[config.mk]
export PLATFORM = sky130hd
export DESIGN_NAME = stored_prog_cpu
export DESIGN_NICKNAME = d
export VERILOG_FILES = /design/src/rtl/spc_pkg.sv /design/src/rtl/spc_regfile.sv /design/src/rtl/spc_alu.sv /design/src/rtl/spc_decode.sv /design/src/rtl/stored_prog_cpu.sv
export SDC_FILE = /design/constraint.sdc
export NUM_CORES = 1
export LEC_CHECK = 0
export ABC_AREA = 0
export CAP_MARGIN = 20
export CORE_MARGIN = 2
export CORE_UTILIZATION = 50
export CTS_CLUSTER_DIAMETER = 60
export DETAILED_ROUTE_END_ITERATION = 7
export GPL_TIMING_DRIVEN = 0
export PLACE_DENSITY = 0.69
export SLEW_MARGIN = 15
export SYNTH_ARGS = -nofsm -noshare
export SYNTH_HDL_FRONTEND = slang
export SYNTH_HIERARCHICAL = 1
export SYNTH_SLANG_ARGS = --single-unit
[constraint.sdc]
create_clock -name clk_i -period 5.9 [get_ports clk_i]
set_input_delay 1.18 -clock clk_i [delete_from_list [all_inputs] [get_ports clk_i]]
set_output_delay 1.18 -clock clk_i [all_outputs]
set_load 0.02 [all_outputs]
[src/rtl/spc_pkg.sv]
package spc_pkg;

  typedef enum logic [3:0] {
    OP_HALT   = 4'b0000,
    OP_SHIFT  = 4'b0001,
    OP_NOT    = 4'b0010,
    OP_BRANCH = 4'b0011,
    OP_STORE  = 4'b0100,
    OP_LOAD   = 4'b0101,
    OP_ADD    = 4'b0110,
    OP_XOR    = 4'b0111,
    OP_OR     = 4'b1000,
    OP_AND    = 4'b1001
  } opcode_e;

  typedef enum logic [2:0] {
    ST_FETCH_HI,
    ST_FETCH_LO,
    ST_EXEC,
    ST_MEM,
    ST_HALTED
  } state_e;

  typedef enum logic [2:0] {
    ALU_AND,
    ALU_OR,
    ALU_XOR,
    ALU_ADD,
    ALU_NOT,
    ALU_SHIFT
  } alu_op_e;

  localparam int unsigned OPC_W = 4;

endpackage

[src/rtl/spc_regfile.sv]
module spc_regfile #(
  parameter int unsigned DATA_W = 8,
  parameter int unsigned REG_AW = 4
) (
  input  logic              clk_i,
  input  logic              rst_ni,
  input  logic              we_i,
  input  logic [REG_AW-1:0] waddr_i,
  input  logic [DATA_W-1:0] wdata_i,
  input  logic [REG_AW-1:0] raddr_a_i,
  input  logic [REG_AW-1:0] raddr_b_i,
  output logic [DATA_W-1:0] rdata_a_o,
  output logic [DATA_W-1:0] rdata_b_o
);
  localparam int unsigned NREGS = 1 << REG_AW;

  logic [NREGS-1:0][DATA_W-1:0] regs_q;

  always_ff @(posedge clk_i or negedge rst_ni) begin
    if (!rst_ni) begin
      regs_q <= '0;
    end else if (we_i) begin
      regs_q[waddr_i] <= wdata_i;
    end
  end

  assign rdata_a_o = regs_q[raddr_a_i];
  assign rdata_b_o = regs_q[raddr_b_i];
endmodule

[src/rtl/spc_alu.sv]
module spc_alu import spc_pkg::*; #(
  parameter int unsigned DATA_W = 8
) (
  input  alu_op_e           op_i,
  input  logic [DATA_W-1:0] a_i,
  input  logic [DATA_W-1:0] b_i,
  output logic [DATA_W-1:0] y_o
);
  logic              sh_neg;
  logic [DATA_W-1:0] sh_mag;
  logic [DATA_W-1:0] sh_res;

  // b is a two's complement amount: >=0 right, <0 left
  always_comb begin
    sh_neg = b_i[DATA_W-1];
    sh_mag = sh_neg ? (~b_i + DATA_W'(1)) : b_i;
    if (sh_mag >= DATA_W'(DATA_W))
      sh_res = '0;
    else if (sh_neg)
      sh_res = a_i << sh_mag;
    else
      sh_res = a_i >> sh_mag;
  end

  always_comb begin
    case (op_i)
      ALU_AND:   y_o = a_i & b_i;
      ALU_OR:    y_o = a_i | b_i;
      ALU_XOR:   y_o = a_i ^ b_i;
      ALU_ADD:   y_o = a_i + b_i;
      ALU_NOT:   y_o = ~a_i;
      ALU_SHIFT: y_o = sh_res;
      default:   y_o = '0;
    endcase
  end
endmodule

[src/rtl/spc_decode.sv]
module spc_decode import spc_pkg::*; #(
  parameter int unsigned INSTR_W = 16,
  parameter int unsigned ADDR_W  = 8,
  parameter int unsigned REG_AW  = 4
) (
  input  logic [INSTR_W-1:0] instr_i,
  output logic [REG_AW-1:0]  ra_o,
  output logic [REG_AW-1:0]  rb_o,
  output logic [REG_AW-1:0]  rd_o,
  output logic [ADDR_W-1:0]  addr_o,
  output alu_op_e            alu_op_o,
  output logic               wr_alu_o,
  output logic               load_o,
  output logic               store_o,
  output logic               branch_o,
  output logic               halt_o
);
  logic [OPC_W-1:0]  opc;
  logic [REG_AW-1:0] fld_c;

  assign opc    = instr_i[INSTR_W-1 -: OPC_W];
  assign ra_o   = instr_i[INSTR_W-OPC_W-1 -: REG_AW];
  assign rb_o   = instr_i[INSTR_W-OPC_W-REG_AW-1 -: REG_AW];
  assign fld_c  = instr_i[REG_AW-1:0];
  assign addr_o = instr_i[ADDR_W-1:0];

  always_comb begin
    alu_op_o = ALU_AND;
    wr_alu_o = 1'b0;
    load_o   = 1'b0;
    store_o  = 1'b0;
    branch_o = 1'b0;
    halt_o   = 1'b0;
    rd_o     = fld_c;
    case (opc)
      OP_AND:    begin alu_op_o = ALU_AND; wr_alu_o = 1'b1; end
      OP_OR:     begin alu_op_o = ALU_OR;  wr_alu_o = 1'b1; end
      OP_XOR:    begin alu_op_o = ALU_XOR; wr_alu_o = 1'b1; end
      OP_ADD:    begin alu_op_o = ALU_ADD; wr_alu_o = 1'b1; end
      OP_NOT:    begin alu_op_o = ALU_NOT; wr_alu_o = 1'b1; rd_o = rb_o; end
      OP_SHIFT:  begin alu_op_o = ALU_SHIFT; wr_alu_o = 1'b1; rd_o = ra_o; end
      OP_LOAD:   load_o   = 1'b1;
      OP_STORE:  store_o  = 1'b1;
      OP_BRANCH: branch_o = 1'b1;
      OP_HALT:   halt_o   = 1'b1;
      default:   ; // undefined opcodes fall through as no-ops
    endcase
  end
endmodule

[src/rtl/stored_prog_cpu.sv]
module stored_prog_cpu import spc_pkg::*; #(
  parameter int unsigned DATA_W = 8,
  parameter int unsigned ADDR_W = 8,
  parameter int unsigned REG_AW = 4
) (
  input  logic              clk_i,
  input  logic              rst_ni,
  output logic [ADDR_W-1:0] mem_addr_o,
  output logic              mem_we_o,
  output logic [DATA_W-1:0] mem_wdata_o,
  input  logic [DATA_W-1:0] mem_rdata_i,
  output logic              halted_o
);
  localparam int unsigned INSTR_W = 2 * DATA_W;

  state_e             state_q;
  logic [ADDR_W-1:0]  pc_q;
  logic [ADDR_W-1:0]  pc_inc;
  logic [DATA_W-1:0]  ir_hi_q;
  logic [DATA_W-1:0]  ir_lo_q;
  logic [INSTR_W-1:0] instr;

  logic [REG_AW-1:0]  dec_ra, dec_rb, dec_rd;
  logic [ADDR_W-1:0]  dec_addr;
  alu_op_e            dec_alu_op;
  logic               dec_wr_alu, dec_load, dec_store, dec_branch, dec_halt;

  logic [DATA_W-1:0]  opa, opb, alu_y;
  logic               rf_we;
  logic [REG_AW-1:0]  rf_waddr;
  logic [DATA_W-1:0]  rf_wdata;
  logic               in_exec, in_mem;

  assign in_exec = (state_q == ST_EXEC);
  assign in_mem  = (state_q == ST_MEM);
  assign pc_inc  = pc_q + ADDR_W'(1);

  // low byte arrives on the bus during execute; use it directly
  assign instr = in_exec ? {ir_hi_q, mem_rdata_i} : {ir_hi_q, ir_lo_q};

  spc_decode #(
    .INSTR_W(INSTR_W),
    .ADDR_W (ADDR_W),
    .REG_AW (REG_AW)
  ) i_decode (
    .instr_i (instr),
    .ra_o    (dec_ra),
    .rb_o    (dec_rb),
    .rd_o    (dec_rd),
    .addr_o  (dec_addr),
    .alu_op_o(dec_alu_op),
    .wr_alu_o(dec_wr_alu),
    .load_o  (dec_load),
    .store_o (dec_store),
    .branch_o(dec_branch),
    .halt_o  (dec_halt)
  );

  spc_regfile #(
    .DATA_W(DATA_W),
    .REG_AW(REG_AW)
  ) i_regfile (
    .clk_i    (clk_i),
    .rst_ni   (rst_ni),
    .we_i     (rf_we),
    .waddr_i  (rf_waddr),
    .wdata_i  (rf_wdata),
    .raddr_a_i(dec_ra),
    .raddr_b_i(dec_rb),
    .rdata_a_o(opa),
    .rdata_b_o(opb)
  );

  spc_alu #(
    .DATA_W(DATA_W)
  ) i_alu (
    .op_i(dec_alu_op),
    .a_i (opa),
    .b_i (opb),
    .y_o (alu_y)
  );

  assign rf_we    = (in_exec && dec_wr_alu) || in_mem;
  assign rf_waddr = in_mem ? dec_ra : dec_rd;
  assign rf_wdata = in_mem ? mem_rdata_i : alu_y;

  always_ff @(posedge clk_i or negedge rst_ni) begin
    if (!rst_ni) begin
      state_q <= ST_FETCH_HI;
      pc_q    <= '0;
      ir_hi_q <= '0;
      ir_lo_q <= '0;
    end else begin
      case (state_q)
        ST_FETCH_HI: begin
          pc_q    <= pc_inc;
          state_q <= ST_FETCH_LO;
        end
        ST_FETCH_LO: begin
          ir_hi_q <= mem_rdata_i;
          pc_q    <= pc_inc;
          state_q <= ST_EXEC;
        end
        ST_EXEC: begin
          ir_lo_q <= mem_rdata_i;
          if (dec_load)      state_q <= ST_MEM;
          else if (dec_halt) state_q <= ST_HALTED;
          else               state_q <= ST_FETCH_HI;
          if (dec_branch && (opa == '0)) pc_q <= dec_addr;
        end
        ST_MEM:  state_q <= ST_FETCH_HI;
        default: state_q <= ST_HALTED;
      endcase
    end
  end

  assign mem_addr_o  = (in_exec && (dec_load || dec_store)) ? dec_addr : pc_q;
  assign mem_we_o    = in_exec && dec_store;
  assign mem_wdata_o = opa;
  assign halted_o    = (state_q == ST_HALTED);
endmodule

==> metrics.txt, run 1 <==
status=finished clean; RSZ-0062 raised after global routing=yes; 1st-iter DRT viols=576; Crit path largest cell delay=0.58 ns; post-synth top area share=37.29%; Setup CP Type=in -> reg; main combinational cell family by area after synthesis=multiplexers; compound-gate portion of the synthesized area=10.28%; Min Clock Period, post-route=5.699 ns; Critical Path Source Type=input pin; routed wire length=28,170 um; Antenna diodes=0; Leak=5.177 nW; distinct cell type count after synthesis=89; sequential share of the synthesized area=37.29%; post-synthesis mux area share=34.17%; CTS Root Cell=clkbuf_16; Vias=7,537; total gr overflow=0; Post-Synth Adder-Cell Area=2.357%; DRC viols=0; Clock Tree Buf Depth=2; relative max-transition margin=39.80%; pin count of the biggest net entering global routing=89; Avg Cell Area, Syn=12.28 um^2; Mapped Area=0.01040 mm^2; worst-skew pair later-pin latency=0.44 ns; Starting Density=51.25%; DIE WIDTH=148.2 um; Power Density=640.8 mW/mm^2; Worst Setup End Kind=flip-flop; post-route insts no fill=1,181; Least-Margin Pin Slew=0.9030 ns; post-synthesis register bit count=155; Worst Path Max Fanout=10; nets@finish=927; syn nets=876; Max Fclk=175.5 MHz; HPWL Detailed=19,460 um; CP dominant cell by count=nand2_1; RePlAce Congestion=0.9262; CP Data Arrival Time=6.07 ns; TritonCTS clock tree=done; row cnt=52; Port-buffer cells=27; dominant cells by area after synthesis=dfrtp_1 37%, mux2_2 16%, mux4_2 16%, a22oi_1 2.7%, nand2_1 2.6%; number of CTS-inserted buffers=17; Die Footprint=0.02198 mm^2; Buf/Inv on CP=5; layout cells sized above 1=41.38%; io pins=28; Final Cycle Share=96.59%; Slowest cell on crit path=clkdlybuf4s50_1; dominant cell type by area after synthesis=dfrtp_1; crit-path cells=clkdlybuf4s50_1 -> nand2_1 -> nand2_1 -> buf_4 -> buf_2 -> mux4_2 -> a22oi_1 -> nand2_2 -> inv_1 -> ha_1 -> nor3b_2 -> mux2_1 -> a221oi_4 -> nand3_2 -> o21ai_1 -> mux2_4 -> clkbuf_2 -> mux2_2; H-tree levels=4; total power=7.564 mW; endpoints failing hold=0; Post-CTS Hold Buffers=0; synth warn=6; core footprint=0.02030 mm^2; Pre-antenna DRT Iters=5; Worst VDD drop=0.3391 mV; Syn-to-layout area delta=13.47%; fin area=0.01180 mm^2; setup violators final=0; asr flop ratio synth=100.0%; clock sinks=155; number of flops mapped to enable cells by yosys=0; commonest non-fill, non-tap cell in the layout=dfrtp_1; Hold/Removal Path Class=reg -> reg; Mapped Cells=847; clk slew on worst S/H paths=0.07 ns; WP data required=6.27 ns; Slew Limit Fails=0; Max Cap Violations=0; Antenna Nets Post-Route=0; Total GRT Usage=26.85%; Synth Flop Type=dfrtp_1; cell count after placement=1,145; first-pass GRT wire length=44,770 um; Avg Vias per Cell=6.382; Fin Hold WS=0.4747 ns; initial antenna violation count=0; drt wl/cell=23.85 um; Post-Route Skew=0.01612 ns; area post-placement=0.01104 mm^2; chip height=148.2 um; delay-heaviest family, CP=buffers and inverters; most frequent cells in the layout=155 x dfrtp_1, 144 x mux2_2, 72 x mux4_2, 69 x nand2_1, 37 x a22oi_1; Post-Synth XOR/XNOR Area=0.5773%; post-synthesis simple-gate area fraction=10.28%; vias in the first global route=7,663
==> registers in the layout (all words and copies together), names as in the netlist <==
signal	flops
i_regfile/regs_q	128
ir_hi_q	8
ir_lo_q	8
pc_q	8
state_q	3
==> Yosys cell counts (7+ instances only) <==
library cell	count
nor2_2	8
buf_4	18
mux2_4	8
o21ai_0	18
a21oi_1	17
mux2_2	149
buf_2	16
nand2_1	71
inv_1	25
ha_1	18
a22oi_1	38
nor3_1	7
dfrtp_1	155
clkbuf_1	26
mux2i_1	11
nor2_1	17
mux4_2	72
==> layer usage <==
layer  routed length (um)  vias up  GRT usage (%)
li1                     -     3324              -
met1                12120     3875          37.62
met2                13430      304          42.69
met3                 2069       34          5.613
met4                  541        0          7.762
met5                    0        -              0
==> cell families (layout without fill, tap and decap cells) <==
logic type | Yosys count | after routing
AND/OR/NAND/NOR | 181 | 181
buffers and inverters | 101 | 165
AO/OA/AOI/OAI | 143 | 143
multiplexers | 242 | 242
XOR/XNOR | 6 | 6
adder cells (fa/ha/maj) | 19 | 19
flip-flops | 155 | 155
==> worst reg2reg max path, delay by kind of cell (launching register included) <==
kind	cells	cell delay [ns]
buffers and inverters	8	1.51
multiplexers	4	1.34
AND/OR/NAND/NOR	6	1.28
AO/OA/AOI/OAI	3	0.86
flip-flops	1	0.36
adder cells (fa/ha/maj)	1	0.27
==> timing repair <==
action                                  4_1_cts  5_1_grt
pin swaps                                     3        0
endpoints found under the setup margin      128       80
gates resized for setup                      27       18
setup buffers                                 6        1
==> where the power goes <==
group / total [mW] / internal [mW] / switching, mW
registers: 1.70 / 1.43 / 0.271
logic: 4.74 / 2.04 / 2.70
clock network: 1.12 / 0.624 / 0.497
total: 7.56 / 4.10 / 3.46
==> final cells by class <==
cell class,count,area [um^2]
well taps,270,337.8
plain buffers,71,464.2
flip-flops and latches,155,3879
clock inverters,13,146.4
fillers,1656,8496
multi-input cells,591,6062
clock buffers,19,452.9
inverters,27,106.4
repair buffers,35,355.3
==> final timing paths <==
path                                        startpoint  cells after the start                               end  slack, ns
max in group asynchronous                       rst_ni                      2  i_regfile/regs_q[54]$_DFFE_PN0P_       4.38
min in group asynchronous                       rst_ni                      1               pc_q[6]$_DFFE_PN0P_       0.67
worst max-delay path                    mem_rdata_i[5]                     18  i_regfile/regs_q[83]$_DFFE_PN0P_       0.20
worst max register to register    state_q[2]$_DFF_PN0_                     22  i_regfile/regs_q[83]$_DFFE_PN0P_       0.23
worst min-delay path            ir_lo_q[4]$_DFFE_PN0N_                      2            ir_lo_q[4]$_DFFE_PN0N_       0.47
worst min register to register  ir_lo_q[4]$_DFFE_PN0N_                      2            ir_lo_q[4]$_DFFE_PN0N_       0.47
==> metrics by stage <==
step | setup TNS (ns) | utilization (%) | worst slack [ns]
6_report | 0 | 58.15 | 0.2012
5_1_grt | -0.01222 | 58.15 | -0.006257
4_1_cts | 0 | 57.93 | 0.06065
3_5_place_dp | -138.98 | 54.40 | -1.287
3_3_place_gp | -560.43 | 54.24 | -2.799
2_1_floorplan | 0 | - | 0.4395
No activity file was read; power rests on OpenSTA's default activity.
==> run 2: changes to the inputs <==
CORE_UTILIZATION = 57   (was 50)
PLACE_DENSITY = 0.77   (was 0.69)
RECOVER_POWER = 50   (was default)
==> metrics.txt, run 2 (same netlist as run 1, synthesis figures left out) <==
status=complete, but fails checks; failing checks=max-capacitance violations, max-slew violations; cell count after placement=1,104; Fin Hold WS=0.4752 ns; filler instances=1,357; Port-buffer cells=27; largest reg by FF count=i_regfile/regs_q; Internal=4.028 mW; drt wl/cell=24.47 um; worst-skew pair later-pin latency=0.44 ns; DIE WIDTH=139.1 um; H-tree levels=4; core footprint=0.01796 mm^2; routed wire length=27,840 um; Max Cap Violations=2; Hold Crit Start=ir_lo_q[3]$_DFFE_PN0N_; r2r endpoint=i_regfile/regs_q[8]$_DFFE_PN0P_; total gr overflow=0; Setup CP Type=in -> reg; TritonCTS clock tree=done; Power Density=641.7 mW/mm^2; Largest register FFs=128; Leak=5.146 nW; Pre-antenna DRT Iters=5; Worst Setup End Kind=flip-flop; RePlAce Congestion=0.9311; Avg Vias per Cell=6.772; Slowest cell on crit path=clkdlybuf4s50_1; commonest non-fill, non-tap cell in the layout=dfrtp_1; DRC viols=0; Total GRT Usage=29.71%; area post-placement=0.01099 mm^2; row cnt=49; Antenna Nets Post-Route=0; number of CTS-inserted buffers=17; Slew Limit Fails=158; CP dominant cell by count=nand2_1; multi-input logic area=0.006067 mm^2; endpoints failing hold=0; Clock Tree Buf Depth=2; part of the power in combinational logic=63.0%; initial antenna violation count=0; io pins=28; Syn-to-layout area delta=12.38%; HPWL Detailed=19,060 um; CTS Root Cell=clkbuf_16; reg-to-reg startpoint=state_q[2]$_DFF_PN0_; WP data required=6.22 ns; Vias=7,706; clock power share=14.3%; Sequential Power Share=22.7%; CP Data Arrival Time=6.04 ns; chip height=139.1 um; clk slew on worst S/H paths=0.07 ns; Min Clock Period, post-route=5.725 ns; setup violators final=0; pin count of the biggest net entering global routing=94; most frequent cells in the layout=155 x dfrtp_1, 145 x mux2_2, 72 x mux4_2, 68 x nand2_1, 36 x a22oi_1; Antenna diodes=0; Final Cycle Share=97.03%; worst-case reg-to-reg path depth=21; Critical Path Source Type=input pin; post-route insts no fill=1,138; final core occ=65.08%; Worst Path Max Fanout=10; Crit path largest cell delay=0.58 ns; switching share of power=46.31%; Starting Density=57.91%; worst hold stages=2; area occupied by registers=0.003879 mm^2; crit-path cells=clkdlybuf4s50_1 -> nand2_1 -> nand2_1 -> buf_4 -> clkbuf_4 -> mux4_2 -> a22oi_2 -> nand2_1 -> clkbuf_4 -> inv_6 -> ha_1 -> mux2i_4 -> mux4_2 -> a22oi_1 -> o41a_1 -> o21ai_1 -> mux2_2 -> buf_2 -> mux2_2; Post-Route Skew=0.01109 ns; Least-Margin Pin Slew=2.333 ns; Die Footprint=0.01935 mm^2; fin area=0.01169 mm^2; vias in the first global route=7,820; RSZ-0062 raised after global routing=no; flop2flop setup slack=0.30 ns; clock sinks=155; 1st-iter DRT viols=782; first-pass GRT wire length=44,190 um; total power=7.502 mW; switching power=3.474 mW; layout cells sized above 1=41.36%; relative max-transition margin=-55.50%; Hold Path Sink=ir_lo_q[3]$_DFFE_PN0N_; Worst VDD drop=0.3825 mV; Hold/Removal Path Class=reg -> reg; nets@finish=925; Max Fclk=174.7 MHz
run 2: final cells by class:
class / instances / area share [%]
multi-input cells: 591 / 51.90
flip-flops and latches: 155 / 33.18
plain buffers: 71 / 3.971
clock buffers: 17 / 3.639
repair buffers: 33 / 2.654
well taps: 229 / 2.451
clock inverters: 15 / 1.295
inverters: 27 / 0.9098
run 2: through the flow:
step           setup slack (ns)  TNS (ns)
5_1_grt                 0.01460         0
2_1_floorplan            0.4395         0
6_report                 0.1753         0
3_5_place_dp             -1.174   -121.40
4_1_cts                 0.01365         0
3_3_place_gp             -2.649   -529.47
run 2: how the worst max path moves through the flow:
stage,slack [ns],depth (start not counted),end,startpoint
2_1_floorplan,0.44,22,i_regfile/regs_q[0]$_DFFE_PN0P_,state_q[2]$_DFF_PN0_
3_3_place_gp,-2.65,1,i_regfile/regs_q[122]$_DFFE_PN0P_,rst_ni
3_5_place_dp,-1.17,20,i_regfile/regs_q[83]$_DFFE_PN0P_,mem_rdata_i[4]
4_1_cts,0.01,20,i_regfile/regs_q[8]$_DFFE_PN0P_,mem_rdata_i[4]
5_1_grt,0.01,19,i_regfile/regs_q[8]$_DFFE_PN0P_,mem_rdata_i[5]
6_report,0.18,19,i_regfile/regs_q[8]$_DFFE_PN0P_,mem_rdata_i[5]
run 2: power groups by stage:
| stage | registers [mW] | logic [mW] | clock network [mW] |
|---|---|---|---|
| after global routing | 1.75 | 5.02 | 1.13 |
| after floorplan | 1.62 | 3.33 | 0 |
| after global placement | 1.68 | 4.41 | 0 |
| after detailed placement | 1.71 | 4.48 | 0 |
| final | 1.71 | 4.73 | 1.07 |
| after CTS | 1.70 | 4.60 | 1.08 |
run 2: repair_timing:
action,CTS,global route
gates resized for setup,30,16
hold endpoints to repair,0,0
hold buffers,0,0
setup buffers,2,3
pin swaps,1,2
setup endpoints to repair,128,123
run 2: metal layers:
| metal | track usage (%) | wire length [um] | up-vias |
|---|---|---|---|
| met5 | 0 | 0 | - |
| met4 | 12.44 | 996 | 0 |
| met3 | 7.320 | 2279 | 73 |
| met2 | 46.31 | 13110 | 353 |
| met1 | 40.19 | 11460 | 3951 |
| li1 | - | - | 3329 |
run 2: critical path: cells and delay by family:
kind	cells	cell delay (ns)
adder cells (fa/ha/maj)	1	0.30
AND/OR/NAND/NOR	3	0.40
multiplexers	5	1.81
AO/OA/AOI/OAI	4	0.74
buffers and inverters	6	1.58
==> run 3: changes to the inputs <==
CORE_UTILIZATION = 50   (was 57)
CTS_BUF_LIST = sky130_fd_sc_hd__clkbuf_4 sky130_fd_sc_hd__clkbuf_8   (was default)
MAX_ROUTING_LAYER = met4   (was default)
PLACE_DENSITY = 0.69   (was 0.77)
==> metrics.txt, run 3 (same netlist as run 1, synthesis figures left out) <==
pin count of the biggest net entering global routing=80; io pins=28; relative max-transition margin=-197.2%; Clock Tree Buf Depth=2; Antenna Nets Post-Route=0; filler instances=1,727; DIE WIDTH=148.2 um; Power Density=624.1 mW/mm^2; clock sinks=155; number of CTS-inserted buffers=17; Port-buffer cells=27; largest reg by FF count=i_regfile/regs_q; HPWL Detailed=19,210 um; Starting Density=51.25%; Die Footprint=0.02198 mm^2; Worst Setup End Kind=flip-flop; pre-CTS setup slack=-1.224 ns; area post-placement=0.01104 mm^2; status=complete, but fails checks; Antenna diodes=0; multi-input logic area=0.006067 mm^2; Leak=5.049 nW; drt wl/cell=23.71 um; Worst Path Max Fanout=10; Worst VDD drop=0.2675 mV; DRC viols=0; post-route insts no fill=1,177; Total GRT Usage=27.21%; Hold Crit Start=ir_lo_q[7]$_DFFE_PN0N_; Critical Path Source Type=input pin; Post-CTS Hold Buffers=0; setup violators final=0; Max Cap Violations=1; Setup CP Type=in -> reg; WP data required=6.30 ns; Least-Margin Pin Slew=4.459 ns; 1st-iter DRT viols=587; Slew Limit Fails=77; commonest non-fill, non-tap cell in the layout=dfrtp_1; cell count after placement=1,145; r2r endpoint=i_regfile/regs_q[83]$_DFFE_PN0P_; endpoints failing hold=0; Vias=7,484; Hold Path Sink=ir_lo_q[7]$_DFFE_PN0N_; chip height=148.2 um; Largest register FFs=128; CP Data Arrival Time=6.22 ns; Hold/Removal Path Class=reg -> reg; nets@finish=924; total gr overflow=0; most frequent cells in the layout=155 x dfrtp_1, 145 x mux2_2, 72 x mux4_2, 69 x nand2_1, 36 x a22oi_1; initial antenna violation count=0; Post-Route Skew=0.01219 ns; Min Clock Period, post-route=5.812 ns; CTS Root Cell=clkbuf_8; fin area=0.01156 mm^2; Max Fclk=172.1 MHz; failing checks=max-capacitance violations, max-slew violations; Final Worst Setup Slack=0.08781 ns; worst-case reg-to-reg path depth=21; reg-to-reg startpoint=state_q[2]$_DFF_PN0_; Avg Vias per Cell=6.359; Final Cycle Share=98.51%; RePlAce Congestion=0.9223; Pre-antenna DRT Iters=5; routed wire length=27,900 um; clk slew on worst S/H paths=0.09 ns; worst hold stages=2; layout cells sized above 1=41.01%; first-pass GRT wire length=43,750 um; total power=7.217 mW; core footprint=0.02030 mm^2; TritonCTS clock tree=done; row cnt=52; worst-skew pair later-pin latency=0.47 ns; Worst Setup SP=mem_rdata_i[4]; flop2flop setup slack=0.29 ns; Syn-to-layout area delta=11.17%; H-tree levels=4; area occupied by registers=0.003879 mm^2; vias in the first global route=7,435; final core occ=56.97%
## run 3: cell types whose count changed in the layout (fill, tap and decap cells not counted), moves of 2 or more
cell | before | now
buf_4 | 22 | 25
buf_6 | 8 | 6
clkbuf_16 | 17 | 0
clkbuf_2 | 11 | 5
clkbuf_8 | 0 | 18
clkinv_8 | 2 | 0
inv_8 | 5 | 3
## run 3: critical path: stages
cell	delay [ns]
clkdlybuf4s50_1	0.59
nand2_1	0.12
nand2_1	0.14
buf_4	0.21
buf_8	0.21
mux4_2	0.53
a22oi_2	0.24
nand2_1	0.15
buf_2	0.21
inv_4	0.15
ha_2	0.25
nor3b_2	0.24
mux2_1	0.40
a221oi_4	0.37
nand3_2	0.18
o21ai_1	0.28
mux2_4	0.30
clkbuf_2	0.25
mux2_2	0.19
## run 3: worst max-delay path by stage
stage | endpoint | slack (ns)
after floorplan | i_regfile/regs_q[0]$_DFFE_PN0P_ | 0.44
after CTS | i_regfile/regs_q[21]$_DFFE_PN0P_ | -0.02
after detailed placement | i_regfile/regs_q[27]$_DFFE_PN0P_ | -1.22
after global placement | i_regfile/regs_q[89]$_DFFE_PN0P_ | -2.75
after global routing | i_regfile/regs_q[9]$_DFFE_PN0P_ | -0.01
final | i_regfile/regs_q[83]$_DFFE_PN0P_ | 0.09
## run 3: timing repair
item	4_1_cts	5_1_grt
pin swaps	1	3
resized for setup	28	13
buffers inserted	1	6
gates cloned	0	0
setup endpoints to repair	128	122
## run 3: per-layer routing
| metal | track usage [%] | part of all wire [%] | vias to the layer above |
|---|---|---|---|
| li1 | - | - | 3325 |
| met1 | 37.41 | 45 | 3882 |
| met2 | 41.34 | 47 | 229 |
| met3 | 5.307 | 5.8 | 48 |
| met4 | 8.381 | 2.6 | 0 |
| met5 | - | 0 | - |
## run 3: final cells by class
type | count | area share [%]
buffer | 68 | 3.895
clock inverter | 13 | 1.168
timing repair buffer | 35 | 2.975
clock buffer | 18 | 2.142
sequential | 155 | 33.54
multi-input combinational | 591 | 52.46
inverter | 27 | 0.8980
tap | 270 | 2.921
## run 3: metrics by stage
step	hold slack, ns	setup TNS, ns
after floorplan	0.4394	0
after global placement	0.4518	-546.01
after detailed placement	0.4562	-128.01
after CTS	0.4775	-0.08525
after global routing	0.4903	-0.05553
final	0.4770	0
## run 3: power by group
part | total [mW] | internal (mW) | leakage [nW] | switching [mW]
Combinational | 4.72 | 2.03 | 2.78 | 2.69
Sequential | 1.70 | 1.43 | 2.08 | 0.266
Clock | 0.805 | 0.356 | 0.188 | 0.449
